<file path="config.mk">
export PLATFORM = sky130hd
export DESIGN_NAME = pulse_meas_timer
export DESIGN_NICKNAME = d
export VERILOG_FILES = /design/src/rtl/pmt_pkg.sv /design/src/rtl/pmt_prescaler.sv /design/src/rtl/pmt_edge_detect.sv /design/src/rtl/pmt_counter.sv /design/src/rtl/pulse_meas_timer.sv
export SDC_FILE = /design/constraint.sdc
export NUM_CORES = 1
export LEC_CHECK = 0
export BUFFER_PORTS_ARGS = -buffer_cell sky130_fd_sc_hd__buf_4
export CAP_MARGIN = 20
export CORE_AREA = 2 2 75 63
export DETAILED_ROUTE_END_ITERATION = 7
export DIE_AREA = 0 0 77 65
export PLACE_DENSITY = 0.77
export SLEW_MARGIN = 15
export SYNTH_ARGS = -nofsm -noshare
export SYNTH_HDL_FRONTEND = slang
export SYNTH_HIERARCHICAL = 1
export SYNTH_SLANG_ARGS = --single-unit
</file>
<file path="constraint.sdc">
create_clock -name clk -period 3.72 [get_ports clk]
set_input_delay 0.372 -clock clk [delete_from_list [all_inputs] [get_ports clk]]
set_output_delay 0.372 -clock clk [all_outputs]
set_load 0.02 [all_outputs]
</file>
<file path="src/rtl/pmt_pkg.sv">
package pmt_pkg;

   typedef enum logic [1:0] {
      SRC_BASE  = 2'b00,
      SRC_DIV_A = 2'b01,
      SRC_DIV_B = 2'b10,
      SRC_SLOW  = 2'b11
   } tick_src_e;

   typedef enum logic [1:0] {
      EDGE_FALL = 2'b00,
      EDGE_RISE = 2'b01,
      EDGE_BOTH = 2'b10,
      EDGE_RSVD = 2'b11
   } edge_sel_e;

   localparam logic [1:0] OP_MEASURE = 2'b10;

   typedef struct packed {
      logic [1:0] op;
      edge_sel_e  sel;
      tick_src_e  src;
   } mode_t;

endpackage

</file>
<file path="src/rtl/pmt_prescaler.sv">
module pmt_prescaler
   import pmt_pkg::*;
#(
   parameter int DIV_A = 8,
   parameter int DIV_B = 32
) (
   input  logic      clk,
   input  logic      rst_n,
   input  tick_src_e src,
   input  logic      base_half,
   input  logic      slow_en,
   output logic      tick
);
   localparam int PW  = $clog2(DIV_B);
   localparam int AW  = $clog2(DIV_A);

   generate
      if (DIV_A < 2 || (1 << AW) != DIV_A) begin : g_bad_a
         $error("DIV_A must be a power of two of at least 2");
      end
      if (DIV_B <= DIV_A || (1 << PW) != DIV_B) begin : g_bad_b
         $error("DIV_B must be a power of two above DIV_A");
      end
   endgenerate

   logic [PW-1:0] phase_q;
   logic          tick_base, tick_a, tick_b;

   always_ff @(posedge clk or negedge rst_n) begin
      if (!rst_n) phase_q <= '0;
      else        phase_q <= phase_q + 1'b1;
   end

   assign tick_base = base_half ? phase_q[0] : 1'b1;
   assign tick_a    = &phase_q[AW-1:0];
   assign tick_b    = &phase_q;

   always_comb begin
      unique case (src)
         SRC_BASE:  tick = tick_base;
         SRC_DIV_A: tick = tick_a;
         SRC_DIV_B: tick = tick_b;
         default:   tick = slow_en;
      endcase
   end

   // divided ticks never come back to back
   assert_divided_gap_R8: assert property (@(posedge clk) disable iff (!rst_n)
      (tick && src == SRC_DIV_B && $past(src == SRC_DIV_B)) |-> !$past(tick));
   assert_half_gap_R8: assert property (@(posedge clk) disable iff (!rst_n)
      (tick && src == SRC_BASE && base_half && $past(src == SRC_BASE && base_half))
      |-> !$past(tick));

endmodule

</file>
<file path="src/rtl/pmt_edge_detect.sv">
module pmt_edge_detect
   import pmt_pkg::*;
#(
   parameter int SYNC_STAGES = 2
) (
   input  logic      clk,
   input  logic      rst_n,
   input  logic      pin,
   input  logic      tick,
   input  edge_sel_e sel,
   output logic      edge_hit
);
   generate
      if (SYNC_STAGES < 2) begin : g_bad_sync
         $error("SYNC_STAGES must be at least 2");
      end
   endgenerate

   logic [SYNC_STAGES-1:0] sync_q;
   logic                   level, prev_q, rise, fall;

   always_ff @(posedge clk or negedge rst_n) begin
      if (!rst_n) sync_q <= '0;
      else        sync_q <= {sync_q[SYNC_STAGES-2:0], pin};
   end

   assign level = sync_q[SYNC_STAGES-1];

   always_ff @(posedge clk or negedge rst_n) begin
      if (!rst_n)    prev_q <= 1'b0;
      else if (tick) prev_q <= level;
   end

   assign rise = tick &&  level && !prev_q;
   assign fall = tick && !level &&  prev_q;

   always_comb begin
      unique case (sel)
         EDGE_FALL: edge_hit = fall;
         EDGE_RISE: edge_hit = rise;
         EDGE_BOTH: edge_hit = rise || fall;
         default:   edge_hit = 1'b0;
      endcase
   end

   assert_edge_on_tick_R8: assert property (@(posedge clk) disable iff (!rst_n)
      edge_hit |-> tick);
   assert_reserved_quiet_R3: assert property (@(posedge clk) disable iff (!rst_n)
      (sel == EDGE_RSVD) |-> !edge_hit);

endmodule

</file>
<file path="src/rtl/pmt_counter.sv">
module pmt_counter #(
   parameter int CNT_W = 16
) (
   input  logic             clk,
   input  logic             rst_n,
   input  logic             active,
   input  logic             tick,
   input  logic             edge_hit,
   input  logic             clr_req,
   output logic [CNT_W-1:0] capture_q,
   output logic             ovf_q,
   output logic             done_q
);
   generate
      if (CNT_W < 2) begin : g_bad_w
         $error("CNT_W must be at least 2");
      end
   endgenerate

   localparam logic [CNT_W-1:0] CNT_MAX = '1;

   logic [CNT_W-1:0] cnt_q;
   logic             armed_q;
   logic             complete, wrap;

   assign complete = active && tick && edge_hit && armed_q;
   assign wrap     = active && tick && !edge_hit && (cnt_q == CNT_MAX);

   always_ff @(posedge clk or negedge rst_n) begin
      if (!rst_n) begin
         cnt_q   <= '0;
         armed_q <= 1'b0;
      end else if (!active) begin
         cnt_q   <= '0;
         armed_q <= 1'b0;
      end else if (tick) begin
         if (edge_hit) begin
            cnt_q   <= '0;
            armed_q <= 1'b1;
         end else begin
            cnt_q   <= cnt_q + 1'b1;
         end
      end
   end

   always_ff @(posedge clk or negedge rst_n) begin
      if (!rst_n) begin
         capture_q <= '0;
         done_q    <= 1'b0;
      end else begin
         done_q <= complete;
         if (complete) capture_q <= cnt_q;
      end
   end

   always_ff @(posedge clk or negedge rst_n) begin
      if (!rst_n)                 ovf_q <= 1'b0;
      else if (wrap)              ovf_q <= 1'b1;
      else if (clr_req && ovf_q)  ovf_q <= 1'b0;
   end

   assert_capture_with_done_R9: assert property (@(posedge clk) disable iff (!rst_n)
      !$stable(capture_q) |-> done_q);
   assert_idle_no_done_R3: assert property (@(posedge clk) disable iff (!rst_n)
      !active |=> !done_q);
   assert_ovf_sets_on_tick_R10: assert property (@(posedge clk) disable iff (!rst_n)
      $rose(ovf_q) |-> $past(tick && active));
   assert_ovf_clear_needs_write_R11: assert property (@(posedge clk) disable iff (!rst_n)
      $fell(ovf_q) |-> $past(clr_req));

endmodule

</file>
<file path="src/rtl/pulse_meas_timer.sv">
module pulse_meas_timer
   import pmt_pkg::*;
#(
   parameter int CNT_W       = 16,
   parameter int DIV_A       = 8,
   parameter int DIV_B       = 32,
   parameter int SYNC_STAGES = 2
) (
   input  logic             clk,
   input  logic             rst_n,
   input  logic             base_half,
   input  logic             slow_en,
   input  logic             meas_in,
   input  logic             mode_wr,
   input  logic [5:0]       mode_wdata,
   input  logic             start_wr,
   input  logic             start_wdata,
   output logic [5:0]       mode_rdata,
   output logic             start_q,
   output logic [CNT_W-1:0] capture_q,
   output logic             ovf_flag,
   output logic             meas_done
);
   mode_t mode_q;
   logic  tick, edge_hit, active, clr_req;

   always_ff @(posedge clk or negedge rst_n) begin
      if (!rst_n)       mode_q <= '0;
      else if (mode_wr) mode_q <= mode_t'(mode_wdata);
   end

   always_ff @(posedge clk or negedge rst_n) begin
      if (!rst_n)        start_q <= 1'b0;
      else if (start_wr) start_q <= start_wdata;
   end

   assign mode_rdata = mode_q;
   assign active     = start_q && (mode_q.op == OP_MEASURE) && (mode_q.sel != EDGE_RSVD);
   assign clr_req    = mode_wr && start_q && tick;

   pmt_prescaler #(.DIV_A(DIV_A), .DIV_B(DIV_B)) u_presc (
      .clk       (clk),
      .rst_n     (rst_n),
      .src       (mode_q.src),
      .base_half (base_half),
      .slow_en   (slow_en),
      .tick      (tick)
   );

   pmt_edge_detect #(.SYNC_STAGES(SYNC_STAGES)) u_edge (
      .clk      (clk),
      .rst_n    (rst_n),
      .pin      (meas_in),
      .tick     (tick),
      .sel      (mode_q.sel),
      .edge_hit (edge_hit)
   );

   pmt_counter #(.CNT_W(CNT_W)) u_cnt (
      .clk       (clk),
      .rst_n     (rst_n),
      .active    (active),
      .tick      (tick),
      .edge_hit  (edge_hit),
      .clr_req   (clr_req),
      .capture_q (capture_q),
      .ovf_q     (ovf_flag),
      .done_q    (meas_done)
   );

   assert_stopped_keeps_flag_R12: assert property (@(posedge clk) disable iff (!rst_n)
      (!start_q && $past(!start_q)) |-> $stable(ovf_flag));
   assert_done_needs_start_R3: assert property (@(posedge clk) disable iff (!rst_n)
      meas_done |-> $past(start_q));

endmodule

</file>
Word-level counts from Yosys, hierarchy flattened

Cells that the tools add are included.

Add/subtract/negate cells: 2
Equal/unequal tests: 9
Mux-type cells: 11
Reduce and logical (&&, ||, !) cells: 24

Operator list:

| operator              | number |
|---|---|
| $mux 16               | 3 |
| $add 16x1->16 const B | 1 |
| $eq 16x16->1 const B  | 1 |
| $logic_and 1x1->1     | 14 |
| $eq 2x2->1 const B    | 3 |
| $mux 1                | 6 |
| $ne 2x2->1 const B    | 3 |
| $pmux 1 s3            | 2 |
| $add 5x1->5 const B   | 1 |
| $reduce_and 5->1      | 1 |
| $eq 2x1->1 const B    | 2 |
| $logic_not 2->1       | 2 |
| $logic_not 1->1       | 3 |
| $reduce_and 3->1      | 1 |
| $reduce_and 2->1      | 1 |
| $reduce_bool 2->1     | 1 |
| $logic_or 1x1->1      | 1 |

Flip-flop bits (word level): 50
Bits of input ports: 14
Output and inout port bits: 25
Word-level logic and storage cells: 58

Depth between registers and ports, before layout

Gate-level depths: netlist of run 1.

Word-level depth: 10
Depth in mapped cells: 11
Depth with buffers taken out: 10

Hierarchy

The synthesis of run 1 kept the hierarchy.

Modules (own cells, without submodules):

| module           | times used | cells an instance | area each (µm²) | sequential area each (µm²) |
|---|---|---|---|---|
| pmt_counter      | 1          | 178               | 1,637.8         | 875.8 |
| pulse_meas_timer | 1          | 18                | 306.5           | 175.2 |
| pmt_prescaler    | 1          | 14                | 215.2           | 125.1 |
| pmt_edge_detect  | 1          | 8                 | 115.1           | 75.1 |

Least setup slack after synthesis of run 1

No wires, ideal clock.

Path kind: reg2reg
Start point: reg u_presc.phase_q[0]
End point: reg u_cnt.cnt_q[13]
Setup time: 82 ps
Data arrival time: 2,493 ps
Required time: 3,638 ps
Setup slack: 1,145 ps
Stages on the path, launching flop included: 11
Path buffers: 0
Period minus slack after synthesis: 2,575 ps
Cells stage by stage: dfrtp_1 > ha_1 > and3_1 > ha_1 > mux4_2 > nand3b_1 > o32ai_1 > nand3b_2 > nor3_2 > a41oi_1 > a31oi_1

Word-level cells in the longest chain between the ends: 9
Elaborated cells between the ends (all ways): 14
Classes of those cells: 1 x eq/ne; 6 x mux; 7 x reduce/logical

RTL lines:

| what                                               | line                                         | text |
|---|---|---|
| start, declared                                    | pmt_prescaler.sv:26                          | `logic [PW-1:0] phase_q;` |
| start signal, assigned                             | pmt_prescaler.sv:31                          | `else phase_q <= phase_q + 1'b1;` |
| $reduce_and 5->1, or another cell as far along     | pmt_prescaler.sv:36                          | `assign tick_b = &phase_q;` |
| $pmux 1 s3 (*)                                     | pmt_prescaler.sv:39                          | `unique case (src)` |
| via tick                                           | pulse_meas_timer.sv:25                       | `logic tick, edge_hit, active, clr_req;` |
| $logic_and 1x1->1 (on tied branches) (2 in series) | pmt_edge_detect.sv:34, pmt_edge_detect.sv:35 |  |
| $logic_or 1x1->1                                   | pmt_edge_detect.sv:41                        | `EDGE_BOTH: edge_hit = rise \|\| fall;` |
| $pmux 1 s3 (*)                                     | pmt_edge_detect.sv:38                        | `unique case (sel)` |
| via edge_hit                                       | pulse_meas_timer.sv:25                       |  |
| $mux 16 (*)                                        | pmt_counter.sv:37                            | `if (edge_hit) begin` |
| $mux 16 (*)                                        | pmt_counter.sv:36                            | `end else if (tick) begin` |
| $mux 16 (*)                                        | pmt_counter.sv:33                            | `end else if (!active) begin` |
| end signal, assigned                               | pmt_counter.sv:41                            | `cnt_q <= cnt_q + 1'b1;` |
| end, declared                                      | pmt_counter.sv:22                            | `logic [CNT_W-1:0] cnt_q;` |

Mark *: on every way through the listed nets, which the timed path passes. The rest lies on a longest branch. The select of a mux whose other input is x is not followed.
A chain may end at the register's enable or synchronous reset.

Worst setup path after layout of run 1

Same ends and word-level chain as after synthesis.

==> results of run 1 <==
## routing by layer
| layer | track usage [%] | vias up |
|---|---|---|
| li1 | - | 832 |
| met1 | 26.0 | 824 |
| met2 | 30.8 | 39 |
| met3 | 3.76 | 5 |
| met4 | 8.48 | 0 |
| met5 | 0 | - |
## registers in the layout, indices dropped and copies added (netlist names)
name / flops
mode_rdata: 6
start_q: 1
u_cnt/armed_q: 1
u_cnt/capture_q: 16
u_cnt/cnt_q: 16
u_cnt/done_q: 1
u_cnt/ovf_q: 1
u_edge/prev_q: 1
u_edge/sync_q: 2
u_presc/phase_q: 5
## cell usage in the layout, fill, tap and decap left out, types with 2 or more instances in the layout
cell	Yosys	routed
nand2_1	60	60
dfrtp_1	50	50
buf_4	1	39
o21ai_0	20	20
clkbuf_8	1	8
nand3_1	7	7
a31oi_1	7	7
mux2_4	6	6
nand4_1	6	6
a21oi_1	5	5
nor3_1	4	4
inv_1	4	4
ha_1	4	4
mux2_2	3	3
and3_1	3	3
nor2b_1	2	2
and3_4	2	2
nor2_1	2	2
nand2b_1	2	2
a22o_1	2	2
xnor2_1	2	2
## worst max path at each step
stage | depth (start not counted) | startpoint | slack (ns) | end
3_3_place_gp | 10 | u_presc/phase_q[0] | 0.87 | u_cnt/cnt_q[13]
2_1_floorplan | 10 | u_presc/phase_q[0] | 1.14 | u_cnt/cnt_q[13]
6_report | 10 | u_presc/phase_q[0] | 0.68 | u_cnt/cnt_q[13]
4_1_cts | 10 | u_presc/phase_q[0] | 0.71 | u_cnt/cnt_q[13]
5_1_grt | 10 | u_presc/phase_q[0] | 0.36 | u_cnt/cnt_q[10]
3_5_place_dp | 10 | u_presc/phase_q[0] | 0.76 | u_cnt/cnt_q[13]
## power breakdown
part	switching [mW]	internal [mW]	leakage, nW	total (mW)
registers	0.0116	0.555	0.667	0.567
clock network	0.172	0.188	0.0575	0.360
logic	0.0485	0.0441	0.596	0.0926
## worst max-delay path, cell delays in order, from the launching register on
cell and delay, ns:
dfrtp_1 0.42, ha_1 0.23, and3_1 0.19, ha_1 0.18
mux4_2 0.57, nand3b_1 0.15, o32ai_1 0.15, nand3b_2 0.42
nor3_2 0.35, a41oi_1 0.15, a31oi_1 0.15
## kinds of logic after synthesis
family | after synthesis | synth area share (%)
fa+ha+maj | 4 | 2.20
flops | 50 | 55.0
compound gates | 41 | 10.5
mux | 10 | 6.44
simple gates | 96 | 20.5
xor+xnor | 2 | 0.770
buf+inv | 15 | 4.56
## stage by stage
stage | power (mW) | util, % | area (um2) | cells | setup WS [ns]
after CTS | 1.03 | 61.3 | 2670 | 315 | 0.712
final | 1.02 | 61.3 | 2670 | 315 | 0.684
after floorplan | 0.631 | - | 2270 | 218 | 1.14
after detailed placement | 0.671 | 58.8 | 2560 | 307 | 0.760
after global routing | 1.06 | 61.3 | 2670 | 315 | 0.365
after global placement | 0.669 | 58.8 | 2560 | 307 | 0.869
## cell type report
| type | count | area (um2) |
|---|---|---|
| flip-flops and latches | 50 | 1250 |
| inverters | 5 | 18.8 |
| fillers | 395 | 1680 |
| multi-input cells | 153 | 920 |
| repair buffers | 39 | 293 |
| well taps | 60 | 75.1 |
| clock buffers | 8 | 110 |
==> results by group, run 1 <==
Detailed routing
  – Drt first pass iters: 4
  – Via count: 1700
  – Detail Route met2 WL: 1.97 mm
  – Routed WL: 4.27 mm
  – Via/cell ratio: 5.40
  – Wire per inst: 13.5 um
  – Metal-1 WL: 2.03 mm
  – Max Used Layer: met4
  – Wire length on met3: 221 um
  – DRC violations left: 0
  – Iteration-0 DRC Markers: 122
  – ANT nets after route: 0

Worst setup path
  – CP required: 3.94 ns
  – Reg-to-Reg Start: u_presc/phase_q[0]
  – R2R Setup Slk: 0.68 ns
  – WP data arrival: 3.26 ns
  – CP Capture Type: flop
  – Worst R2R Path Depth: 10
  – Reg2reg end: u_cnt/cnt_q[13]
  – Setup CP Type: flop to flop
  – Crit Path Max Fanout: 15
  – CP Launch Type: flop

Floorplan
  – Die area: 0.00501 mm2
  – Core ar.: 0.00435 mm2
  – Initial Utilization: 52.3%
  – Site row count: 22
  – I/O Pins: 39
  – Die outline height: 65 um
  – Die width: 77 um

Clock network
  – CTS tree: yes
  – Post-CTS Setup Repair Bufs: 0
  – Sinks on Clock Net: 50
  – Clock latency on the worst-skew pair: 0.30 ns
  – CTS Hold Bufs: 0
  – Clock-pin transition on the worst setup and hold timing paths: 0.09 ns
  – H-tree depth: 2
  – CTS Root Cell: clkbuf_8
  – Clk buf depth: 2
  – Total clock buffers created by CTS: 5
  – Post-CTS sizing: 0

STA
  – RSZ-0062 raised after global routing: no
  – Worst Tran Pin Value: 0.737 ns
  – Final hold slack: 0.0796 ns
  – Clock Skews: 0.00497 ns
  – Fin crit share: 81.6%
  – Relative slew slack: 50.6%
  – Final Setup Violations: 0
  – Slew Viols, Final: 0
  – Max Clock Freq: 329 MHz
  – Final min period: 3.04 ns
  – TNS Setup: 0 ns
  – Final hold violation count: 0

Yosys
  – Commonest cells in the netlist: nand2_1, dfrtp_1, o21ai_0
  – Main synth FF type: dfrtp_1
  – Netlist cell types: 42
  – Cell with the most instances after synthesis: nand2_1
  – Mapped Nets: 236
  – Syn_area_per_cell: 10.4 um2
  – Synth Cell Area: 0.00227 mm2
  – #FFs+latches synth: 50
  – Post-synth top area share: 55.0%
  – Synth area leader: dfrtp_1
  – Sequential fraction of the synthesis area: 55.0%
  – Number of synthesized flops with an enable pin: 0
  – Ys Warns: 6
  – Asr flop ratio synth: 100%
  – Synth top area cells: dfrtp_1, nand2_1, o21ai_0
  – Cells after synthesis: 218

Worst hold path
  – Worst hold path class: primary input to asynchronous set/reset pin

Cells and area
  – Layout area overhead: 17.3%
  – Share of layout cells above drive strength 1: 25.5%
  – Antenna cells: 0
  – Nets: 272

Global route
  – Total grt overflow: 0
  – Largest net degree at the start of global routing: 51
  – Global Route Usage Sum: 19.3%
  – First-pass GRT wire length: 7.49 mm
  – Vias in the first global route: 1630
  – Antenna violations before repair: 0

Power
  – Worst IR Drop VDD: 296 uV
  – P_leak: 1.32 nW
  – Pwr Density: 382 mW/mm2

Placed design
  – GP Congestion: 0.976
  – Hpwl dp: 2.97 mm
  – Buffers on Ports: 38

Run status
  – Run status: complete, no violations

Job
  – Max Cap Viol: 0
Power figures use the tool's default switching activity.
==> run 2: changes to the inputs <==
Clock period 3.72 ns to 3.2 ns, I/O delays scaled along.
==> run 2 against run 1 <==
  * Setup slack lost 0.40 ns
  * Register-to-register slack lost 0.40 ns
  * Via count grew 1.0%
  * Critical path type unchanged
  * Critical endpoint unchanged
  * Die area is the same
==> results by group, run 2 (same netlist as run 1, synthesis figures left out) <==
Worst setup path
  – CP bufs+invs: 0
  – Crit Path Max Fanout: 10
  – CP Launch Type: flop
  – R2R Setup Slk: 0.28 ns
  – WP data arrival: 3.14 ns
  – Crit-path leading delay family: simple AND/OR/NAND/NOR gates
  – CP Capture Type: flop
  – Slowest CP cell: mux4_2
  – Worst path cell trace: ha_1, and3_1, ha_1, mux4_2, nand3b_1, o32ai_1, nand3b_2, nor3_2, a41oi_1, a31oi_1
  – Reg2reg end: u_cnt/cnt_q[13]
  – Largest stage delay, worst path: 0.57 ns
  – Reg-to-Reg Start: u_presc/phase_q[0]
  – CP required: 3.42 ns
  – Setup CP Type: flop to flop
  – Most frequent CP cell: ha_1
  – Worst R2R Path Depth: 10

Clock network
  – CTS Hold Bufs: 0
  – Sinks on Clock Net: 50
  – CTS tree: yes
  – Post-CTS sizing: 0
  – Clock-pin transition on the worst setup and hold timing paths: 0.09 ns
  – Clock latency on the worst-skew pair: 0.31 ns
  – Total clock buffers created by CTS: 5
  – H-tree depth: 2
  – Clk buf depth: 2
  – Post-CTS Setup Repair Bufs: 0
  – CTS Root Cell: clkbuf_8

Power
  – Pwr Density: 431 mW/mm2
  – P_leak: 1.32 nW
  – Worst IR Drop VDD: 221 uV

Cells and area
  – Highest-count cells in the layout ignoring fill and taps: nand2_1, dfrtp_1, buf_4
  – Share of layout cells above drive strength 1: 26.1%
  – Nets: 274
  – Antenna cells: 0
  – Commonest non-fill, non-tap cell in the layout: nand2_1
  – Fillers: 391
  – Layout area overhead: 17.3%
  – Final instance area: 0.00267 mm2
  – Layout Utilization: 61.3%

Detailed routing
  – Drt first pass iters: 4
  – Wire per inst: 13.8 um
  – Iteration-0 DRC Markers: 173
  – Via count: 1717
  – Via/cell ratio: 5.42
  – ANT nets after route: 0
  – Routed WL: 4.39 mm
  – DRC violations left: 0

STA
  – Slew Viols, Final: 0
  – Relative slew slack: 48.0%
  – Final hold violation count: 0
  – RSZ-0062 raised after global routing: no
  – Final min period: 2.92 ns
  – Worst Tran Pin Value: 0.776 ns
  – Max Clock Freq: 343 MHz
  – Fin crit share: 91.2%
  – Final Setup Violations: 0
  – Clock Skews: 0.00953 ns
  – TNS Setup: 0 ns

Floorplan
  – Die area: 0.00501 mm2
  – Initial Utilization: 52.3%
  – Die outline height: 65 um
  – I/O Pins: 39
  – Core ar.: 0.00435 mm2
  – Site row count: 22
  – Die width: 77 um

Placed design
  – Hpwl dp: 3.04 mm
  – GP Congestion: 0.927
  – Placed cell area: 0.00257 mm2
  – Buffers on Ports: 38

Job
  – Max Cap Viol: 0

Global route
  – Largest net degree at the start of global routing: 51
  – Vias in the first global route: 1695
  – Global Route Usage Sum: 19.7%
  – First-pass GRT wire length: 7.61 mm
  – Total grt overflow: 0
  – Antenna violations before repair: 0

Worst hold path
  – Worst hold path class: primary input to asynchronous set/reset pin

Run status
  – Run status: complete, no violations
[run 2: how the worst max path moves through the flow]
stage	end	startpoint	cells past startpoint
2_1_floorplan	u_cnt/cnt_q[13]	u_presc/phase_q[0]	10
3_3_place_gp	u_cnt/ovf_q	u_presc/phase_q[0]	10
3_5_place_dp	u_cnt/cnt_q[13]	u_presc/phase_q[0]	10
4_1_cts	u_cnt/cnt_q[13]	u_presc/phase_q[0]	10
5_1_grt	u_cnt/cnt_q[13]	u_presc/phase_q[0]	10
6_report	u_cnt/cnt_q[13]	u_presc/phase_q[0]	10
[run 2: power breakdown]
| group | internal, mW | switching (mW) |
|---|---|---|
| logic | 0.0526 | 0.0569 |
| registers | 0.645 | 0.0136 |
| clock network | 0.174 | 0.207 |
| total | 0.872 | 0.277 |
[run 2: cell type report]
type | instances | area [um2] | area share [%]
inverters | 5 | 18.8 | 0.704
flip-flops and latches | 50 | 1250 | 46.9
well taps | 60 | 75.1 | 2.81
repair buffers | 41 | 308 | 11.5
multi-input cells | 153 | 920 | 34.5
clock buffers | 6 | 82.6 | 3.10
clock inverters | 2 | 12.5 | 0.469
[run 2: per-layer routing]
| layer | vias to the layer above | global-route usage, % | share of wire (%) |
|---|---|---|---|
| met1 | 837 | 26.1 | 49 |
| li1 | 832 | - | - |
| met4 | 0 | 10.5 | 2.0 |
| met2 | 38 | 30.6 | 45 |
| met5 | - | 0 | 0 |
| met3 | 10 | 4.46 | 4.3 |
[run 2: metrics by stage]
stage | power [mW] | hold slack [ns] | instances | worst slack (ns)
2_1_floorplan | 0.734 | 0.0244 | 218 | 0.625
3_3_place_gp | 0.780 | 0.337 | 309 | 0.436
3_5_place_dp | 0.782 | 0.343 | 309 | 0.331
4_1_cts | 1.16 | 0.0383 | 317 | 0.301
5_1_grt | 1.20 | 0.0751 | 317 | 0.0710
6_report | 1.15 | 0.0138 | 317 | 0.283
==> run 3: changes to the inputs <==
Settings changed: CORE_AREA 2 2 75 63 to 2 2 74 62, CTS_BUF_LIST set to sky130_fd_sc_hd__clkbuf_8, DIE_AREA 0 0 77 65 to 0 0 76 64, PLACE_DENSITY 0.77 to 0.79.
==> run 3 against run 2 <==
  * Sequential power barely moved
  * Final area rose by 0.61%
  * Setup slack improved by 0.053 ns
  * Sequential share of layout area fell by 0.28 points
==> results by group, run 3 (same netlist as run 1, synthesis figures left out) <==
Clock network
  – Clk buf depth: 2
  – CTS tree: yes
  – Clock latency on the worst-skew pair: 0.30 ns
  – Clock-pin transition on the worst setup and hold timing paths: 0.09 ns
  – H-tree depth: 2
  – Total clock buffers created by CTS: 5
  – CTS Root Cell: clkbuf_8
  – Sinks on Clock Net: 50

Run status
  – Run status: complete, no violations

Floorplan
  – Initial Utilization: 55.9%
  – Die area: 0.00486 mm2
  – Core ar.: 0.00407 mm2
  – I/O Pins: 39
  – Die width: 76 um
  – Site row count: 21
  – Die outline height: 64 um

Global route
  – Largest net degree at the start of global routing: 51
  – Global Route Usage Sum: 18.8%
  – Total grt overflow: 0
  – Vias in the first global route: 1624
  – Antenna violations before repair: 0
  – First-pass GRT wire length: 7.25 mm

Cells and area
  – Antenna cells: 0
  – Commonest non-fill, non-tap cell in the layout: nand2_1
  – Fillers: 349
  – Highest-count cells in the layout ignoring fill and taps: nand2_1, dfrtp_1, buf_4
  – Layout area overhead: 18.0%
  – Layout Utilization: 65.9%
  – Share of layout cells above drive strength 1: 26.5%
  – Nets: 274

Power
  – Worst IR Drop VDD: 336 uV
  – P_leak: 1.36 nW
  – Pwr Density: 423 mW/mm2

Detailed routing
  – Metal-1 WL: 2.09 mm
  – ANT nets after route: 0
  – Via/cell ratio: 5.46
  – Wire length on met3: 236 um
  – Via count: 1716
  – Routed WL: 4.33 mm
  – Drt first pass iters: 4
  – DRC violations left: 0
  – Detail Route met2 WL: 1.93 mm
  – Max Used Layer: met4
  – Iteration-0 DRC Markers: 112
  – Wire per inst: 13.8 um

Worst setup path
  – CP Launch Type: flop
  – WP data arrival: 3.08 ns
  – CP Capture Type: flop
  – Crit Path Max Fanout: 15
  – CP Launch Point: u_presc/phase_q[0]
  – CP required: 3.41 ns
  – Setup CP Type: flop to flop
  – Reg-to-Reg Start: u_presc/phase_q[0]

Placed design
  – GP Congestion: 0.929
  – Hpwl dp: 3.00 mm
  – Buffers on Ports: 38

Job
  – Max Cap Viol: 0

STA
  – Worst Tran Pin Value: 0.857 ns
  – Max Clock Freq: 349 MHz
  – Slew Viols, Final: 0
  – Clock Skews: 0.00952 ns
  – Final hold violation count: 0
  – TNS Setup: 0 ns
  – Fin crit share: 89.5%
  – Final Setup Violations: 0
  – Final min period: 2.86 ns
  – Relative slew slack: 42.5%
  – RSZ-0062 raised after global routing: no

Worst hold path
  – Worst hold path class: primary input to asynchronous set/reset pin
run 3: area by class of cell:
class / count / area [um2] / share of cell area [%]
Tap cell: 57 / 71.3 / 2.66
Clock buffer: 6 / 82.6 / 3.08
Multi-Input combinational cell: 153 / 940 / 35.0
Clock inverter: 2 / 12.5 / 0.466
Inverter: 5 / 18.8 / 0.699
Timing Repair Buffer: 41 / 308 / 11.5
Sequential cell: 50 / 1250 / 46.6
run 3: timing repair:
item	4_1_cts	5_1_grt
gates resized for setup	0	3
setup endpoints to repair	0	4
setup buffers	0	0
hold buffers	0	0
run 3: routing by layer:
layer / vias to the layer above / GRT usage (%)
li1: 837 / -
met1: 815 / 25.6
met2: 58 / 29.4
met3: 6 / 4.52
met4: 0 / 7.95
met5: - / 0
run 3: worst paths after layout:
path	cells after the start	slack (ns)	end
min	1	0.03	start_q
max reg2reg	10	0.34	u_cnt/cnt_q[13]
min reg2reg	0	0.37	u_edge/sync_q[1]
max	10	0.34	u_cnt/cnt_q[13]
max in group asynchronous	1	2.76	u_cnt/capture_q[13]
min in group clk	1	0.12	u_edge/sync_q[0]
run 3: power breakdown:
part | total [mW] | internal [mW] | switching, mW
clock network | 0.367 | 0.174 | 0.193
logic | 0.111 | 0.0528 | 0.0580
registers | 0.658 | 0.645 | 0.0132
run 3: metrics by stage:
stage                     setup WS [ns]  hold WS (ns)  power (mW)  std cells  area (um2)
after floorplan                   0.625        0.0244       0.734        218        2270
after global placement            0.331         0.335       0.778        306        2570
after detailed placement          0.203         0.354       0.781        306        2570
after CTS                         0.162        0.0443        1.15        314        2660
after global routing              0.144        0.0740        1.19        314        2680
final                             0.336        0.0275        1.14        314        2680
run 3: worst max-delay path, stage by stage, from the launching register on:
cell      delay [ns]
dfrtp_1         0.42
ha_1            0.23
and3_1          0.19
ha_1            0.17
mux4_2          0.59
nand3b_1        0.13
o32ai_1         0.15
nand3b_4        0.30
nor3_4          0.30
a41oi_1         0.14
a31oi_1         0.15
